`config.mk`:
```
export PLATFORM = sky130hd
export DESIGN_NAME = pcie_irq_agg
export DESIGN_NICKNAME = d
export VERILOG_FILES = /design/src/rtl/irq_agg_pkg.sv /design/src/rtl/msi_decoder.sv /design/src/rtl/w1c_bank.sv /design/src/rtl/pcie_irq_agg.sv
export SDC_FILE = /design/constraint.sdc
export NUM_CORES = 1
export LEC_CHECK = 0
export ABC_AREA = 1
export BUFFER_PORTS_ARGS = -buffer_cell sky130_fd_sc_hd__buf_2
export CORE_ASPECT_RATIO = 0.7
export CORE_MARGIN = 2
export CORE_UTILIZATION = 50
export CTS_CLUSTER_DIAMETER = 40
export DETAILED_ROUTE_END_ITERATION = 16
export PLACE_DENSITY = 0.93
export SLEW_MARGIN = 10
export SYNTH_ARGS = -nofsm -noshare
export SYNTH_HDL_FRONTEND = slang
export SYNTH_SLANG_ARGS = --single-unit
```
`constraint.sdc`:
```
create_clock -name clk -period 3.5 [get_ports clk]
set_clock_uncertainty 0.2 [all_clocks]
set_input_delay 1.05 -clock clk [delete_from_list [all_inputs] [get_ports clk]]
set_output_delay 1.05 -clock clk [all_outputs]
set_load 0.02 [all_outputs]
```
`src/rtl/irq_agg_pkg.sv`:
```
package irq_agg_pkg;
  localparam int CSR_IDX_W = 3;

  typedef enum logic [CSR_IDX_W-1:0] {
    CSR_SUMMARY = 3'd0,
    CSR_MASK    = 3'd1,
    CSR_VECTOR  = 3'd2,
    CSR_TARGET  = 3'd3
  } csr_idx_e;
endpackage

```
`src/rtl/msi_decoder.sv`:
```
module msi_decoder #(
  parameter int NUM_VEC = 32,
  parameter int TGT_W   = 32,
  parameter int DATA_W  = 32
) (
  input  logic                msi_valid,
  input  logic                msi_ready,
  input  logic [2*TGT_W-1:0]  msi_addr,
  input  logic [DATA_W-1:0]   msi_data,
  input  logic [TGT_W-1:0]    target,
  output logic                hit,
  output logic [NUM_VEC-1:0]  set_vec
);
  localparam int VEC_W = $clog2(NUM_VEC);

  logic addr_ok;
  logic data_ok;

  // Upper address half must be zero; lower half must equal the target.
  assign addr_ok = (msi_addr[2*TGT_W-1:TGT_W] == '0) && (msi_addr[TGT_W-1:0] == target);
  assign data_ok = (msi_data < DATA_W'(NUM_VEC));
  assign hit     = msi_valid && msi_ready && addr_ok && data_ok;

  for (genvar i = 0; i < NUM_VEC; i++) begin : g_dec
    assign set_vec[i] = hit && (msi_data[VEC_W-1:0] == VEC_W'(i));
  end
endmodule

```
`src/rtl/w1c_bank.sv`:
```
module w1c_bank #(
  parameter int WIDTH = 32
) (
  input  logic             clk,
  input  logic             rst_n,
  input  logic [WIDTH-1:0] set_bits,
  input  logic             clr_en,
  input  logic [WIDTH-1:0] clr_bits,
  output logic [WIDTH-1:0] q
);
  for (genvar i = 0; i < WIDTH; i++) begin : g_bit
    always_ff @(posedge clk) begin
      if (!rst_n)                     q[i] <= 1'b0;
      else if (set_bits[i])           q[i] <= 1'b1;   // set wins over clear
      else if (clr_en && clr_bits[i]) q[i] <= 1'b0;
    end
  end
endmodule

```
`src/rtl/pcie_irq_agg.sv`:
```
module pcie_irq_agg
  import irq_agg_pkg::*;
#(
  parameter int NUM_VEC     = 32,
  parameter int NUM_INTX    = 4,
  parameter int REG_W       = 32,
  parameter int TGT_W       = 32,
  parameter int INTX_LSB    = 16,
  parameter int MSI_SUM_POS = 23
) (
  input  logic                  clk,
  input  logic                  rst_n,
  input  logic                  msi_valid,
  output logic                  msi_ready,
  input  logic [2*TGT_W-1:0]    msi_addr,
  input  logic [REG_W-1:0]      msi_data,
  input  logic [NUM_INTX-1:0]   intx_in,
  input  logic                  csr_wen,
  input  logic [CSR_IDX_W-1:0]  csr_addr,
  input  logic [REG_W-1:0]      csr_wdata,
  output logic [REG_W-1:0]      csr_rdata,
  output logic                  irq_out
);
  logic                rdy_q;
  logic [TGT_W-1:0]    target_q;
  logic [NUM_INTX-1:0] mask_intx_q;
  logic                mask_msi_q;
  logic                msi_hit;
  logic [NUM_VEC-1:0]  vec_set;
  logic [NUM_VEC-1:0]  vec_q;
  logic [NUM_INTX-1:0] intx_stat;
  logic [0:0]          msi_sum_q;
  logic                wr_sum;
  logic                wr_mask;
  logic                wr_vec;
  logic                wr_tgt;
  logic [REG_W-1:0]    sum_word;
  logic [REG_W-1:0]    mask_word;
  logic [REG_W-1:0]    vec_word;

  assign wr_sum  = csr_wen && (csr_addr == CSR_SUMMARY);
  assign wr_mask = csr_wen && (csr_addr == CSR_MASK);
  assign wr_vec  = csr_wen && (csr_addr == CSR_VECTOR);
  assign wr_tgt  = csr_wen && (csr_addr == CSR_TARGET);

  always_ff @(posedge clk) begin
    if (!rst_n) rdy_q <= 1'b0;
    else        rdy_q <= 1'b1;
  end
  assign msi_ready = rdy_q;

  always_ff @(posedge clk) begin
    if (!rst_n) begin
      target_q    <= '0;
      mask_intx_q <= '1;
      mask_msi_q  <= 1'b1;
    end else begin
      if (wr_tgt) target_q <= csr_wdata[TGT_W-1:0];
      if (wr_mask) begin
        mask_intx_q <= csr_wdata[INTX_LSB +: NUM_INTX];
        mask_msi_q  <= csr_wdata[MSI_SUM_POS];
      end
    end
  end

  msi_decoder #(.NUM_VEC(NUM_VEC), .TGT_W(TGT_W), .DATA_W(REG_W)) u_dec (
    .msi_valid (msi_valid),
    .msi_ready (msi_ready),
    .msi_addr  (msi_addr),
    .msi_data  (msi_data),
    .target    (target_q),
    .hit       (msi_hit),
    .set_vec   (vec_set)
  );

  w1c_bank #(.WIDTH(NUM_VEC)) u_vec (
    .clk      (clk),
    .rst_n    (rst_n),
    .set_bits (vec_set),
    .clr_en   (wr_vec),
    .clr_bits (csr_wdata[NUM_VEC-1:0]),
    .q        (vec_q)
  );

  w1c_bank #(.WIDTH(NUM_INTX)) u_intx (
    .clk      (clk),
    .rst_n    (rst_n),
    .set_bits (intx_in),
    .clr_en   (wr_sum),
    .clr_bits (csr_wdata[INTX_LSB +: NUM_INTX]),
    .q        (intx_stat)
  );

  w1c_bank #(.WIDTH(1)) u_msum (
    .clk      (clk),
    .rst_n    (rst_n),
    .set_bits (msi_hit),
    .clr_en   (wr_sum),
    .clr_bits (csr_wdata[MSI_SUM_POS]),
    .q        (msi_sum_q)
  );

  always_comb begin
    sum_word = '0;
    sum_word[INTX_LSB +: NUM_INTX] = intx_stat;
    sum_word[MSI_SUM_POS]          = msi_sum_q[0];
    mask_word = '0;
    mask_word[INTX_LSB +: NUM_INTX] = mask_intx_q;
    mask_word[MSI_SUM_POS]          = mask_msi_q;
    vec_word = '0;
    vec_word[NUM_VEC-1:0] = vec_q;
  end

  always_comb begin
    case (csr_addr)
      CSR_SUMMARY: csr_rdata = sum_word;
      CSR_MASK:    csr_rdata = mask_word;
      CSR_VECTOR:  csr_rdata = vec_word;
      CSR_TARGET:  csr_rdata = REG_W'(target_q);
      default:     csr_rdata = '0;
    endcase
  end

  assign irq_out = (|(intx_stat & ~mask_intx_q)) || (msi_sum_q[0] && !mask_msi_q);
endmodule

```
After elaboration in Yosys (flattened, before gate mapping)
Cells that the tools add are included.
- register bits: 75
- input bits: 139
- output and inout bits: 34
- word-level logic and storage cells: 276
- magnitude comparators: 1
- equal/unequal tests: 35
- multiplexer cells: 76
- bitwise logic cells: 2
- reduce and logical (&&, ||, !) cells: 121
- operators by type and width (kind ; count):
    32-bit case mux with 4 select lines ; 1
    5-bit == test (second input constant) ; 16
    1-bit logical AND ; 78
    1-bit 2-to-1 mux ; 75
    2-bit nonzero test ; 37
    5-bit by 4-bit == test with 1-bit output (second input constant) ; 8
    32-bit == test ; 1
    32-bit logical NOT ; 1
    32-bit by 6-bit < comparator with 1-bit output (second input constant) ; 1
    5-bit by 3-bit == test with 1-bit output (second input constant) ; 4
    5-bit by 2-bit == test with 1-bit output (second input constant) ; 2
    3-bit by 2-bit == test with 1-bit output (second input constant) ; 2
    5-bit by 1-bit == test with 1-bit output (second input constant) ; 1
    5-bit logical NOT ; 1
    4-bit AND ; 1
    4-bit NOT ; 1
    4-bit OR reduction ; 1
    3-bit by 1-bit == test with 1-bit output (second input constant) ; 1
    3-bit logical NOT ; 1
    1-bit logical NOT ; 1
    1-bit logical OR ; 1

Logic depth before layout (Yosys ltp)
- word-level depth: 6
- depth in mapped cells: 11
- depth with buffers taken out: 10

Hierarchy
Synthesis repeated with hierarchy kept, for this count alone.
- cell total of the unflattened synthesis: 947
- area, all modules: 5258.8 µm²
- modules (own cells, without submodules) (module ; instances ; cells each ; area each (µm²) ; seq. area each (µm²)):
    pcie_irq_agg ; 1 ; 423 ; 2367.3 ; 760.7
    msi_decoder ; 1 ; 330 ; 1460.2 ; 0.0
    w1c_bank at u_vec ; 1 ; 167 ; 1234.9 ; 640.6
    w1c_bank at u_intx ; 1 ; 21 ; 152.6 ; 80.1
    w1c_bank at u_msum ; 1 ; 6 ; 43.8 ; 20.0

Least setup slack after synthesis
OpenSTA, ideal clock, no wires.
- kind: input to output
- start point: input port csr_addr[1]
- end point: output port csr_rdata[10]
- data arrival time: 2017 ps
- path slack: 233 ps
- stages: 5
- path buffers: 1
- cells stage by stage: inv_1 -> nor2_1 -> nand2_1 -> clkbuf_1 -> o21ai_0
- longest elaborated chain between the ends: 2
- RTL lines (item ; RTL line ; source):
    start, declared ; pcie_irq_agg.sv:19 ; input logic [CSR_IDX_W-1:0] csr_addr,
    3-bit by 2-bit == test with 1-bit output, or another cell as far along ; pcie_irq_agg.sv:115 ; case (csr_addr)
    32-bit case mux with 4 select lines * ; pcie_irq_agg.sv:115 ;
    end, declared ; pcie_irq_agg.sv:21 ; output logic [REG_W-1:0] csr_rdata,
Mark *: on every way between the ends. The rest lies on a longest branch, timed or not.

Worst setup path after layout
- start point: input port csr_addr[1]
- end point: output port csr_rdata[15]
Same word-level chain as after synthesis.

==> results.sh <==
export IMPL_outcome="complete, no violations"
export IMPL_yosysTopAreaCell="dfxtp_1"
export IMPL_synth_ff_type="dfxtp_1"
export IMPL_area_growth_syn_to_layout_pct=28.7
export IMPL_layout_drive_gt1_share=0.236
export IMPL_crit_path_max_fanout=27
export IMPL_fin_util=0.654
export IMPL_reg2reg_from="target_q[23]"
export IMPL_cts_max_path_buffers=2
export IMPL_grt_overflow_total=0
export IMPL_max_freq_mhz=295
export IMPL_grt_pass1_wl_um=21800
export IMPL_final_nets=992
export IMPL_rsz0062_at_grt="no"
export IMPL_endpoint="csr_rdata[15]"
export IMPL_diodes=0
export IMPL_post_drt_via_cell_ratio=5.39
export IMPL_slowest_stage="o21ai_0"
export IMPL_ys_warn_count=0
export IMPL_cts_clk_slew_worst_paths_ps=50
export IMPL_vias=5175
export IMPL_synth_distinct_cells=24
export IMPL_fin_crit_sh=0.968
export IMPL_min_from="u_vec.q[9]"
export IMPL_final_setup_viol_count=0
export IMPL_cts_sinks=75
export IMPL_route_detailed_drc=0
export IMPL_crit_family="buffers and inverters"
export IMPL_clk_latency_ps=330
export IMPL_crit_type="input port to primary output"
export IMPL_hold_viol_final=0
export IMPL_synth_seq_area_share=0.353
export IMPL_tightest_slew_ps=688
export IMPL_root_buffer="clkbuf_16"
export IMPL_die_h_um=81.2
export IMPL_path_common_cell="buf_2"
export IMPL_powerDensity_nw_per_um2=386
export IMPL_preCtsSetupSlack_ps=135
export IMPL_fillers=717
export IMPL_dp_hpwl_um=10500
export IMPL_cts_setup_buffers=0
export IMPL_ir_worst_vdd_mv=0.210
export IMPL_cts_buffers=9
export IMPL_worst_setup_path_start_kind="input port"
export IMPL_fin_ws_ps=112
export IMPL_synthTopCellsByArea="dfxtp_1 35%, nand2_1 16%, o21ai_0 8.6%"
export IMPL_core_area_um2=8370
export IMPL_port_buffer_count=172
export IMPL_holdBufCountCts=0
export IMPL_netlist_instances=696
export IMPL_regToRegSetupSlack_ps=1340
export IMPL_h_tree_depth=3
export IMPL_start_util=0.508
export IMPL_leakage_nw=2.54
export IMPL_drtIter0Drc=633
export IMPL_synth_top_area_share=0.353
export IMPL_regToRegEndpoint="u_vec.q[26]"
export IMPL_synth_seq_cells=75
export IMPL_synthArstFlopShare=0
export IMPL_antenna_found_initial=0
export IMPL_end_kind="primary output"
export IMPL_cts_resized=0
export IMPL_antenna_left=0
export IMPL_cts_tree="built"
export IMPL_io_pins=173
export IMPL_crit_buf_inv=4
export IMPL_crit_cells=7
export IMPL_power_total_w=0.00211
export IMPL_cp_arrival_ps=2140
export IMPL_dieArea_um2=9270
export IMPL_post_route_min_period_ps=3390
export IMPL_die_width_um=114
export IMPL_tns_ps=0
export IMPL_first_global_vias=4604
export IMPL_crit_path_cell_trace="buf_2 -> inv_1 -> nor2_1 -> nand2_1 -> buf_12 -> o21ai_0 -> buf_2"
export IMPL_syn_nets=835
export IMPL_slew_viol_final=0
export IMPL_place_congestion=0.955
export IMPL_worst_setup_path_startpoint="csr_addr[1]"
export IMPL_wl_per_cell_um=14.6
export IMPL_ys_top_cells_by_count="176 x nand2_1, 80 x nor2_1, 77 x inv_1"
export IMPL_row_count=28
export IMPL_hp_class="flip-flop to flip-flop"
export IMPL_grt_usage=0.298
export IMPL_grt_max_degree=63
export IMPL_yosysMostFrequentCell="nand2_1"
export IMPL_synth_area_per_cell_um2=6.11
export IMPL_reg2regPathDepth=8
export IMPL_wl_um=14000
export IMPL_synth_edf_count=0
export IMPL_worstPathRequired_ps=2250
export IMPL_relSlewSlack=0.540
export IMPL_drtPass1Iterations=8
export IMPL_drv_cap=0
export IMPL_slowest_delay_ps=250
export IMPL_syn_area_um2=4250
sequential cells by signal, summed over array words and instances (netlist names):
register	count
msi_ready	1
mask_msi_q	1
mask_intx_q	4
u_intx.q	4
u_msum.q	1
u_vec.q	32
target_q	32
per-stage QoR:
step	cells	hold WS, ps	instance area, µm²
2_1_floorplan	696	244	4250
3_3_place_gp	947	254	5170
3_5_place_dp	947	257	5170
4_1_cts	961	264	5480
5_1_grt	961	287	5480
6_report	961	265	5480
worst min-delay path by stage:
stage / to / slack [ps] / depth (start not counted)
2_1_floorplan: u_vec.q[0] / 240 / 2
3_3_place_gp: u_vec.q[11] / 250 / 2
3_5_place_dp: u_vec.q[9] / 260 / 2
4_1_cts: u_vec.q[9] / 260 / 2
5_1_grt: u_vec.q[15] / 290 / 2
6_report: u_vec.q[9] / 270 / 2
worst min-delay path, cell delays in order, from the launching register on:
cell     delay, ps
dfxtp_1        300
nand2_1         60
a21oi_1         60
per-layer routing:
metal / GRT usage / vias up / routed length (µm)
met5: 0 / - / 0
met4: 0.0841 / 0 / 343
met3: 0.0746 / 34 / 1740
met2: 0.489 / 351 / 6130
met1: 0.394 / 2229 / 5820
li1: - / 2561 / -
cells by family after synthesis:
group,synth area share
AO/OA/AOI/OAI,0.197
XOR/XNOR,0.0103
buffers and inverters,0.112
flip-flops,0.353
AND/OR/NAND/NOR,0.328
cell type report:
type                    instances  area (µm²)  area share
clock buffers                   9         225      0.0411
clock inverters                 5        80.1      0.0146
inverters                      82         308      0.0562
multi-input cells             504        2280       0.416
flip-flops and latches         75        1500       0.274
well taps                     105         131      0.0240
repair buffers                181         953       0.174
power breakdown:
part	total [W]	leakage [nW]	internal (W)	switching [W]
sequential	0.000886	0.609	0.000873	0.0000133
combinational	0.000278	1.78	0.000111	0.000167
clock	0.000948	0.143	0.000614	0.000334
total	0.00211	2.54	0.00160	0.000514
layout by cell type, fill, tap and decap left out, types with 7 or more instances in the layout:
| master | Yosys | layout |
|---|---|---|
| nor3_1 | 13 | 13 |
| nand2_1 | 176 | 176 |
| dfxtp_1 | 75 | 75 |
| nor2_1 | 80 | 80 |
| o21ai_0 | 73 | 73 |
| a21oi_1 | 69 | 69 |
| nand3_1 | 63 | 63 |
| inv_1 | 77 | 77 |
| buf_4 | 1 | 7 |
| clkbuf_16 | 0 | 9 |
| buf_2 | 8 | 172 |
| o211ai_1 | 10 | 10 |
No activity file was read; power rests on OpenSTA's default activity.
